[src/rtl/chop_pkg.sv]
package chop_pkg;

    typedef enum logic [1:0] {
        ST_IDLE  = 2'd0,
        ST_BLANK = 2'd1,
        ST_SENSE = 2'd2,
        ST_OFF   = 2'd3
    } chop_state_e;

endpackage

[src/rtl/chop_sync.sv]
module chop_sync #(
    parameter int STAGES = 2
) (
    input  logic clk,
    input  logic rst,
    input  logic din,
    output logic dout
);

    logic [STAGES-1:0] chain_q;

    generate
        for (genvar g = 0; g < STAGES; g++) begin : g_stage
            if (g == 0) begin : g_first
                always_ff @(posedge clk) begin
                    if (rst) chain_q[0] <= 1'b0;
                    else     chain_q[0] <= din;
                end
            end else begin : g_rest
                always_ff @(posedge clk) begin
                    if (rst) chain_q[g] <= 1'b0;
                    else     chain_q[g] <= chain_q[g-1];
                end
            end
        end
    endgenerate

    assign dout = chain_q[STAGES-1];


    sync_latency_chk: assert property (@(posedge clk) disable iff (rst)
        dout |-> $past(din, STAGES));

endmodule

[src/rtl/chop_interval.sv]
module chop_interval #(
    parameter int W = 16
) (
    input  logic         clk,
    input  logic         rst,
    input  logic         load,
    input  logic [W-1:0] load_val,
    output logic         last
);

    logic [W-1:0] cnt_q;

    always_ff @(posedge clk) begin
        if (load)              cnt_q <= load_val;
        else if (cnt_q != '0)  cnt_q <= cnt_q - 1'b1;
    end

    assign last = (cnt_q[W-1:1] == '0);


    count_down_chk: assert property (@(posedge clk) disable iff (rst)
        (!load && cnt_q != '0) |=> (cnt_q == $past(cnt_q - 1'b1)));

endmodule

[src/rtl/chop_fsm.sv]
module chop_fsm
    import chop_pkg::*;
(
    input  logic clk,
    input  logic rst,
    input  logic pwm_en,
    input  logic trip_s,
    input  logic cnt_last,
    output logic load_blank,
    output logic load_off,
    output logic src_on
);

    chop_state_e state_q, state_d;

    always_ff @(posedge clk) begin
        if (rst) state_q <= ST_BLANK;
        else     state_q <= state_d;
    end

    always_comb begin
        state_d = state_q;
        if (!pwm_en) begin
            state_d = ST_IDLE;
        end else begin
            unique case (state_q)
                ST_IDLE:  state_d = ST_BLANK;
                ST_BLANK: if (cnt_last) state_d = ST_SENSE;
                ST_SENSE: if (trip_s)   state_d = ST_OFF;
                ST_OFF:   if (cnt_last) state_d = ST_BLANK;
            endcase
        end
    end

    always_comb begin
        src_on     = !rst && pwm_en &&
                     (state_q == ST_BLANK || state_q == ST_SENSE);
        load_blank = (state_d == ST_BLANK) && (state_q != ST_BLANK);
        load_off   = (state_d == ST_OFF)   && (state_q != ST_OFF);
    end


    idle_on_pwm_low_chk: assert property (@(posedge clk) disable iff (rst)
        !pwm_en |=> (state_q == ST_IDLE));


    blank_hold_chk: assert property (@(posedge clk) disable iff (rst)
        (state_q == ST_BLANK && !cnt_last && pwm_en) |=> (state_q == ST_BLANK));


    off_hold_chk: assert property (@(posedge clk) disable iff (rst)
        (state_q == ST_OFF && !cnt_last && pwm_en) |=> (state_q == ST_OFF));


    sense_gap_chk: assert property (@(posedge clk) disable iff (rst)
        (state_q == ST_BLANK) |=> (state_q != ST_OFF));


    rearm_blank_chk: assert property (@(posedge clk) disable iff (rst)
        (state_q == ST_IDLE && pwm_en) |=> (state_q == ST_BLANK));

endmodule

[src/rtl/offtime_chopper.sv]
module offtime_chopper
    import chop_pkg::*;
#(
    parameter int CNT_W       = 16,
    parameter int PHASES      = 3,
    parameter int SYNC_STAGES = 2
) (
    input  logic              clk,
    input  logic              rst,
    input  logic              pwm_en,
    input  logic              trip_raw,
    input  logic [PHASES-1:0] hs_sel,
    input  logic [CNT_W-1:0]  blank_cycles,
    input  logic [CNT_W-1:0]  off_cycles,
    output logic              src_en,
    output logic [PHASES-1:0] hs_gate
);

    logic             trip_s;
    logic             cnt_last;
    logic             load_blank;
    logic             load_off;
    logic             src_on;
    logic             cnt_load;
    logic [CNT_W-1:0] cnt_val;

    chop_sync #(.STAGES(SYNC_STAGES)) u_sync (
        .clk  (clk),
        .rst  (rst),
        .din  (trip_raw),
        .dout (trip_s)
    );

    assign cnt_load = rst || load_blank || load_off;
    assign cnt_val  = (load_off && !rst) ? off_cycles : blank_cycles;

    chop_interval #(.W(CNT_W)) u_interval (
        .clk      (clk),
        .rst      (rst),
        .load     (cnt_load),
        .load_val (cnt_val),
        .last     (cnt_last)
    );

    chop_fsm u_fsm (
        .clk        (clk),
        .rst        (rst),
        .pwm_en     (pwm_en),
        .trip_s     (trip_s),
        .cnt_last   (cnt_last),
        .load_blank (load_blank),
        .load_off   (load_off),
        .src_on     (src_on)
    );

    assign src_en  = src_on;
    assign hs_gate = hs_sel & {PHASES{src_on}};

endmodule

[config.mk]
export PLATFORM = sky130hd
export DESIGN_NAME = offtime_chopper
export DESIGN_NICKNAME = d
export VERILOG_FILES = /design/src/rtl/chop_pkg.sv /design/src/rtl/chop_sync.sv /design/src/rtl/chop_interval.sv /design/src/rtl/chop_fsm.sv /design/src/rtl/offtime_chopper.sv
export SDC_FILE = /design/constraint.sdc
export NUM_CORES = 1
export LEC_CHECK = 0
export CAP_MARGIN = 20
export CORE_MARGIN = 2
export CORE_UTILIZATION = 49
export CTS_BUF_LIST = sky130_fd_sc_hd__clkbuf_8
export DETAILED_ROUTE_END_ITERATION = 8
export GPL_TIMING_DRIVEN = 0
export PLACE_DENSITY = 0.82
export SLEW_MARGIN = 15
export SYNTH_ARGS = -nofsm -noshare
export SYNTH_HDL_FRONTEND = slang
export SYNTH_SLANG_ARGS = --single-unit
[constraint.sdc]
create_clock -name clk -period 3.25 [get_ports clk]
set_input_delay 0.4875 -clock clk [delete_from_list [all_inputs] [get_ports clk]]
set_output_delay 0.4875 -clock clk [all_outputs]
set_load 0.005 [all_outputs]
# --- Word level (Yosys, flattened, before mapping) ---
# Index checks and enable logic that the tools add are counted.
word_totals:
  inputBits: 39
  wordCells: 34
  out_inout_bits: 4
  regBits: 20
op_classes:
  muxes: 8
  bitwise_logic: 1
  addsub: 1
  reduce_logical: 13
  n_eq_ne: 7
ops:
  columns: ["op", "count"]
  rows:
  - ["2-to-1 mux 16 bit", 3]
  - ["nonzero test 16 bit", 1]
  - ["subtractor 16 x 1 -> 16 bit, second input constant", 1]
  - ["zero test 15 bit", 1]
  - ["2-to-1 mux 2 bit", 4]
  - ["case mux 2 bit (4 select lines)", 1]
  - ["equality test 2 bit, second input constant", 3]
  - ["logical AND 1 bit", 5]
  - ["equality test 2 x 1 -> 1 bit, second input constant", 2]
  - ["AND 3 bit", 1]
  - ["logical OR 1 bit", 3]
  - ["zero test 2 bit", 1]
  - ["!= test 2 x 1 -> 1 bit, second input constant", 1]
  - ["!= test 2 bit, second input constant", 1]
  - ["nonzero test 2 bit", 1]
  - ["zero test 1 bit", 1]

# --- Logic depth before layout (Yosys ltp) ---
# Gate-level depths: netlist (run 1).
logic_depth:
  depth_word: 9
  mapped_depth: 10

# --- By module ---
# Synthesis (run 1) repeated with hierarchy kept, for this count alone.
unflattened:
  hier_cells: 149
  hier_area_um2: 1530.2
modules_own_cells:
  columns: ["module", "n_inst", "area_each_um2", "seq_area_each_um2", "cells_per_inst"]
  rows:
  - ["chop_interval", 1, 974.7, 480.5, 99]
  - ["offtime_chopper", 1, 287.8, 0.0, 23]
  - ["chop_fsm", 1, 215.2, 40.0, 23]
  - ["chop_sync", 1, 52.6, 40.0, 4]

# --- Least setup slack after synthesis (run 1) ---
# No wires, ideal clock.
synth_path:
  kind: "reg-to-reg"
  startpoint: "register u_fsm.state_q[0]"
  endpoint: "register u_interval.cnt_q[0] (enable)"
  path_stages_with_launch: 10
  synth_period_minus_slack_ns: 2.317
  setup_slack_ns: 0.933
  arrival_ns: 2.026
  required_time_ns: 2.959
  path_cell_list: "dfxtp_1 > inv_1 > ha_1 > nand2b_1 > nor2_1 > mux2i_1 > mux2_2 > a21o_1 > buf_6 > or2_2"
synth_between:
  elab_chain_len: 8
synth_lines:
  columns: ["item", "line", "rtl"]
  rows:
  - ["start, declared", "chop_fsm.sv:14", "chop_state_e state_q, state_d;"]
  - ["start signal, assigned", "chop_fsm.sv:18", "else state_q <= state_d;"]
  - ["equality test 2 bit (tied with other cells)", "chop_fsm.sv:26", "unique case (state_q)"]
  - ["case mux 2 bit (4 select lines)", "chop_fsm.sv:26", null]
  - ["2-to-1 mux 2 bit", "chop_fsm.sv:23", "if (!pwm_en) begin"]
  - ["equality test 2 x 1 -> 1 bit", "chop_fsm.sv:38", "load_blank = (state_d == ST_BLANK) && (state_q != ST_BLANK);"]
  - ["logical AND 1 bit", "chop_fsm.sv:38", null]
  - ["logical OR 1 bit", "offtime_chopper.sv:34", "assign cnt_load = rst || load_blank || load_off;"]
  - ["logical OR 1 bit (*)", "offtime_chopper.sv:34", null]
  - ["nonzero test 2 bit (no source line) (*)", null, null]
  - ["end signal, assigned", "chop_interval.sv:14", "if (load) cnt_q <= load_val;"]
  - ["end signal, assigned", "chop_interval.sv:15", "else if (cnt_q != '0) cnt_q <= cnt_q - 1'b1;"]
  - ["end, declared", "chop_interval.sv:11", "logic [W-1:0] cnt_q;"]
# Mark *: on every way between the ends. The rest lies on a longest branch, timed or not.
# A chain may end at the register's enable or synchronous reset.

# --- Worst setup path in the final report (run 1) ---
layout_path:
  startpoint: "register u_fsm.state_q[0]"
  endpoint: "register u_interval.cnt_q[5] (enable)"
# Same word-level chain as after synthesis.

==> results of run 1 <==
## how the worst min path moves through the flow
stage                       from          end  cells after the start
6_report       u_sync.chain_q[0]  u_sync.dout                      1
5_1_grt        u_sync.chain_q[0]  u_sync.dout                      1
4_1_cts        u_sync.chain_q[0]  u_sync.dout                      1
3_5_place_dp   u_sync.chain_q[0]  u_sync.dout                      1
3_3_place_gp   u_sync.chain_q[0]  u_sync.dout                      1
2_1_floorplan  u_sync.chain_q[0]  u_sync.dout                      1
## power by group
part / total [mW] / leakage (nW) / internal, mW / switching, mW
clock network: 0.198 / 0.0288 / 0.108 / 0.0903
logic: 0.175 / 0.651 / 0.110 / 0.0650
registers: 0.370 / 0.202 / 0.321 / 0.0493
## metrics by stage
stage                     instance area (µm²)  power (mW)
after floorplan                          1480       0.470
after global placement                   1940       0.541
after detailed placement                 1940       0.549
after CTS                                1990       0.746
after global routing                     1990       0.777
final                                    1990       0.744
## cells by family (layout without fill, tap and decap cells)
kind of cell	Yosys count	after routing	share of synthesized area, %
adder cells (fa/ha/maj)	6	6	5.08
multiplexers	34	34	23.1
AO/OA/AOI/OAI	7	7	3.13
XOR/XNOR	14	14	8.29
AND/OR/NAND/NOR	45	45	18.4
buffers and inverters	8	54	4.15
flip-flops	20	20	37.9
## worst reg2reg max path, stage by stage (launching register included)
cell and delay [ns]:
dfxtp_1 0.43, inv_1 0.09, ha_1 0.21, nand2b_1 0.21
nor2_1 0.15, mux2i_1 0.08, mux2_2 0.27, a21o_1 0.20
buf_6 0.15, or2_2 0.47
## routing by layer
| layer | vias up | track usage (%) |
|---|---|---|
| li1 | 580 | - |
| met1 | 534 | 24.3 |
| met2 | 30 | 36.8 |
| met3 | 3 | 5.27 |
| met4 | 0 | 3.57 |
| met5 | - | 0 |
## layout make-up
class                           count  area (µm²)  area share, %
Multi-Input combinational cell    106         857           43.0
Sequential cell                    20         561           28.1
Timing Repair Buffer               42         420           21.1
Clock buffer                        4        55.1           2.76
Buffer                              3        42.5           2.13
Tap cell                           31        38.8           1.95
Inverter                            5        18.8          0.942
## sequential cells by signal, summed over array words and instances (netlist names)
register          count
u_sync.chain_q        1
u_fsm.state_q         2
u_sync.dout           1
u_interval.cnt_q     16
## placed cells by master (no fill, tap or decap), types with 4 or more instances in the layout
master,synthesis,layout
clkdlybuf4s50_1,0,42
mux2i_1,33,33
edfxtp_1,16,16
nor2_1,10,10
nor3_1,8,8
xor2_1,7,7
xnor2_1,7,7
nand2_1,6,6
ha_1,6,6
inv_1,5,5
clkbuf_8,0,4
dfxtp_1,4,4
==> run metrics, run 1 <==
top cells by count, synth mux2i_1, edfxtp_1, nor2_1, nor3_1; Num CTS Buffers 3; Placed Cells incl. Taps 207; Final setup viols 0; crit-path cells inv_1 -> ha_1 -> nand2b_1 -> nor2_1 -> mux2i_1 -> mux2_2 -> a21o_1 -> buf_6 -> or2_2; clock slew at reported path FFs around 0.070 ns; top cells by area, synth edfxtp_1, mux2i_1, dfxtp_1, ha_1, xnor2_1; Layout area overhead 34.8%; synthesized area per cell 11.0 µm²; dominant synthesized flop cell edfxtp_1; critical path's slowest cell or2_2; vias in the first global route 1,193; Levels on crit path 9; TritonRoute pass-1 iters 6; RR Startpoint u_fsm.state_q[0]; WL met2 about 1.6 mm; crit path time final ~2.6 ns; M1 WL 1.32 mm; synth unique cells 32; Avg Vias per Cell between 5 and 6; Sum Neg Setup Slack 0 ns; fraction of registers with async set/reset 0%; worst slack, placed 0.455 ns; Core Region 2810 µm²; CP Capture Type register; final setup skew just over 0.006 ns; DRC Markers 3; HPWL after detailed placement 2.46 mm; status finished with violations; CTS Hold Buffers Added 0; via count 1,147; Slew Limit Fails 0; Clock Latency Late Sink 0.27 ns; starting density of the core between 50% and 60%; CP startpoint u_fsm.state_q[0]; First DRT Iteration DRCs 23; reg2reg path depth 9; fin worst setup slack ~0.69 ns; worst endpoint data arrival time 2.53 ns; CP peak stage delay around 0.47 ns; die width 58.9 µm; first-pass GRT wire length 5.33 mm; final std cells w/o fill about 210; Final ANT Viol Nets 0; CP bufs+invs 2; failing checks design-rule violations; post-synth top area share approximately a third; area leader, netlist edfxtp_1; postcts setup bufs 0; Critical Path RT about 3.2 ns; Antenna Cells 0; Util after Layout a little under three quarters; number of synthesized flops with an enable pin 16; H-tree levels 1; RSZ-0062 raised after global routing false; delay-heaviest family, CP simple AND/OR/NAND/NOR gates; worst-path fanout max 16; die height roughly 60 µm; Startpoint Class register; critical path class reg -> reg; nets@finish 226; site row count 19; Clock Sinks 20; Yosys Warn Count 0; Slew @ Worst Pin about 0.4 ns; root buffer cell clkbuf_8; die area 3470 µm²; Fmax 391 MHz; Max VDD drop 0.263 mV; Avg WL per Cell 14.9 µm; TritonCTS clock tree yes; WL final roughly 3.1 mm; part of the cycle the worst path needs between 70% and 80%; Worst Setup EP u_interval.cnt_q[5]; CTS max path bufs 2; met3 WL post-DR 172 µm; GRT Residual Overflow 0; pwr/cell area around 370 nW/µm²; Min-Delay Path Class reg -> reg; Post-CTS Resized 0; R2R Path End u_interval.cnt_q[5]; Mapped Cells between 100 and 150; r2r setup slk roughly 0.69 ns; Placer Congestion approximately 0.8; fill count about 230; layout cells sized above 1 between 8 and 9%; Port Buf Inserts 42; sequential cell area fraction in the yosys report 37.9%; #FFs+latches synth 20; synthesized area between 1000 and 1500 µm²; GRT Total Usage a little over 20%; LEAKAGE around 0.88 nW; relative slew slack approximately 74%; most frequent cell after synthesis mux2i_1; top sig layer met4; largest net degree at the start of global routing 17; io pins 43; worst hold slack around 0.44 ns; Net Count, Synth 179; initial antenna violation count 0; Final Hold Vio Count 0; max cap viols 0
No activity file was read; power rests on OpenSTA's default activity.
==> inputs of run 2 (changes only) <==
Settings changed: CORE_UTILIZATION 49 to 44, PLACE_DENSITY 0.82 to 0.78.
Clock period 3.25 ns to 2.2 ns, I/O delays scaled along.
==> run 2 against run 1 <==
The run now ends clean; setup slack worse by 0.69 ns; sequential power is 47% higher; count of clock-buffer cells in the layout is 1 lower; via count is 11% higher; clock skew is 0.0039 ns lower; first-iteration DRC count is 74% higher; combinational power is 90% higher; utilization is 2.1 points lower; sequential share of layout area is 3.0 points lower; maximum frequency is 17% higher; global-route usage is 1.6 points lower; wire length is 17% higher; critical path type unchanged; largest cell class unchanged.
==> run metrics, run 2 (synthesis results as in run 1) <==
Slew @ Worst Pin 0.373 ns (-0.0161 ns); Antenna Cells 0 (unchanged); Avg WL per Cell 14.8 µm (-1.0%); Final Hold Vio Count 0 (unchanged); H-tree levels 1 (unchanged); nets@finish 249 (+10%); HPWL after detailed placement 2.38 mm (-3.3%); die width 62.0 µm (+5.1%); Min-Delay Path Class reg -> reg; part of the cycle the worst path needs 99.6% (+21 points); Num CTS Buffers 3 (unchanged); die area 3840 µm² (+11%); CTS max path bufs 2 (unchanged); biggest regs u_interval.cnt_q: 16 flops, u_fsm.state_q: 2 flops; crit path time final 2.19 ns (-0.365 ns); Final ANT Viol Nets 0 (unchanged); TritonRoute pass-1 iters 4 (-2); Slew Limit Fails 0 (unchanged); Clock Latency Late Sink 0.27 ns (about the same); Critical Path RT 2.23 ns (-0.99 ns); root buffer cell clkbuf_8; layout cells sized above 1 23.6% (+15 points); DP Area 1960 µm² (+1.1%); R2R Path End u_interval.cnt_q[12]; Final setup viols 0 (unchanged); Clock Sinks 20 (unchanged); commonest non-fill, non-tap cells in the layout clkdlybuf4s50_1, mux2i_1, buf_4; max cap viols 0 (unchanged); GRT Residual Overflow 0 (unchanged); initial antenna violation count 0 (unchanged); largest net degree at the start of global routing 12 (-5); Tot Pwr 1.14 mW (+54%); Startpoint Class register; RR Startpoint u_interval.cnt_q[7]; io pins 43 (unchanged); Core Region 3280 µm² (+17%); Layout area overhead 53.1%; GRT Total Usage 18.7% (-1.6 points); CP Capture Type register; Placer Congestion 0.768 (-3.3%); status completed; TritonCTS clock tree yes; relative slew slack 74.9% (+0.86 points); DRC Markers 0 (-3); final setup skew 0.00216 ns (-0.00394 ns); RSZ-0062 raised after global routing true; r2r setup slk 0.008 ns (-0.69 ns); reg2reg path depth 6 (-3); via count 1,276 (+11%); First DRT Iteration DRCs 40 (+74%); final instance area 2260 µm² (+14%); hold path startpoint u_sync.chain_q[0]; Max VDD drop 0.254 mV (-3.3%); LEAKAGE 1.05 nW (+19%); clock slew at reported path FFs 0.08 ns (about the same); most common cell after layout, fill and taps aside clkdlybuf4s50_1; Port Buf Inserts 42 (unchanged); die height 62.0 µm (+5.1%); Fmax 456 MHz (+17%); WL final 3.68 mm (+17%); starting density of the core 45.0% (-7.7 points); vias in the first global route 1,263 (+5.9%); first-pass GRT wire length 5.20 mm (-2.5%); worst-path fanout max 8 (-8); max reg flops 16 (unchanged); Avg Vias per Cell 5.12 (-5.7%); critical path class reg -> reg; Cells on Worst Hold Path 1 (unchanged); Most flops, register u_interval.cnt_q; site row count 21 (+2); pwr/cell area 504 nW/µm² (+35%); worst hold endpoint u_sync.dout; worst endpoint data arrival time 2.22 ns (-0.31 ns)
==> run 2: changes by cell type in the layout (fill, tap and decap cells not counted), sizes merged <==
cell and change:
clkinv +1, clkdlybuf4s50 -3, clkbuf -1, buf +22, or2 +1, dlymetal6s2s +3
==> run 2: timing repair <==
item / in CTS / in global routing
pin swaps: 3 / 9
hold buffers: 0 / 0
endpoints found under the setup margin: 29 / 29
buffers inserted: 3 / 19
hold endpoints to repair: 0 / 0
cloned: 1 / 0
gates resized for setup: 15 / 10
==> run 2: final cells by class <==
type | count | area, µm²
Buffer | 3 | 51.3
Multi-Input combinational cell | 107 | 931
Clock buffer | 3 | 41.3
Sequential cell | 20 | 568
Fill cell | 255 | 1020
Inverter | 5 | 18.8
Clock inverter | 1 | 3.75
Tap cell | 46 | 57.6
Timing Repair Buffer | 64 | 593
==> run 2: report_power, final <==
part | switching (mW) | internal [mW] | total (mW) | leakage [nW]
combinational | 0.126 | 0.207 | 0.333 | 0.825
sequential | 0.0720 | 0.473 | 0.545 | 0.203
clock | 0.139 | 0.125 | 0.264 | 0.0231
==> run 2: critical path, stage by stage (launching register included) <==
cell	delay (ns)
edfxtp_1	0.47
nor4_4	0.33
nand4_2	0.19
mux2_4	0.35
a21o_1	0.17
buf_6	0.14
or2_4	0.30
==> run 2: worst max-delay path by stage <==
stage,from,endpoint,slack [ns],cells after the start
5_1_grt,u_interval.cnt_q[7],u_interval.cnt_q[12],-0.09,6
2_1_floorplan,u_fsm.state_q[0],u_interval.cnt_q[0],0.007,9
6_report,u_interval.cnt_q[7],u_interval.cnt_q[12],0.008,6
3_3_place_gp,pwm_en,u_interval.cnt_q[6],-0.20,8
4_1_cts,u_interval.cnt_q[13],u_interval.cnt_q[8],0.01,7
3_5_place_dp,pwm_en,u_interval.cnt_q[5],-0.27,8
==> run 2: per-layer routing <==
layer | share of wire, % | global-route usage [%]
met1 | 38 | 19.6
met2 | 55 | 35.4
met5 | 0 | 0
met3 | 4.2 | 2.90
met4 | 2.4 | 9.73
==> run 2: metrics by stage <==
step / setup TNS (ns) / setup WS [ns] / instances / util [%] / hold slack, ns
after detailed placement: -6.26 / -0.272 / 222 / 59.7 / 0.456
final: 0 / 0.00776 / 249 / 69.0 / 0.451
after floorplan: 0 / 0.00714 / 134 / - / 0.402
after global routing: -1.84 / -0.0856 / 249 / 69.0 / 0.460
after CTS: 0 / 0.0138 / 230 / 63.7 / 0.467
after global placement: -4.40 / -0.204 / 222 / 59.7 / 0.424
==> inputs of run 3 (changes only) <==
Settings changed: CAP_MARGIN 20 to not set, SLEW_MARGIN 15 to 25.
==> results of run 3 <==
The final DEF is identical to that of run 2; final timing and power are the same.
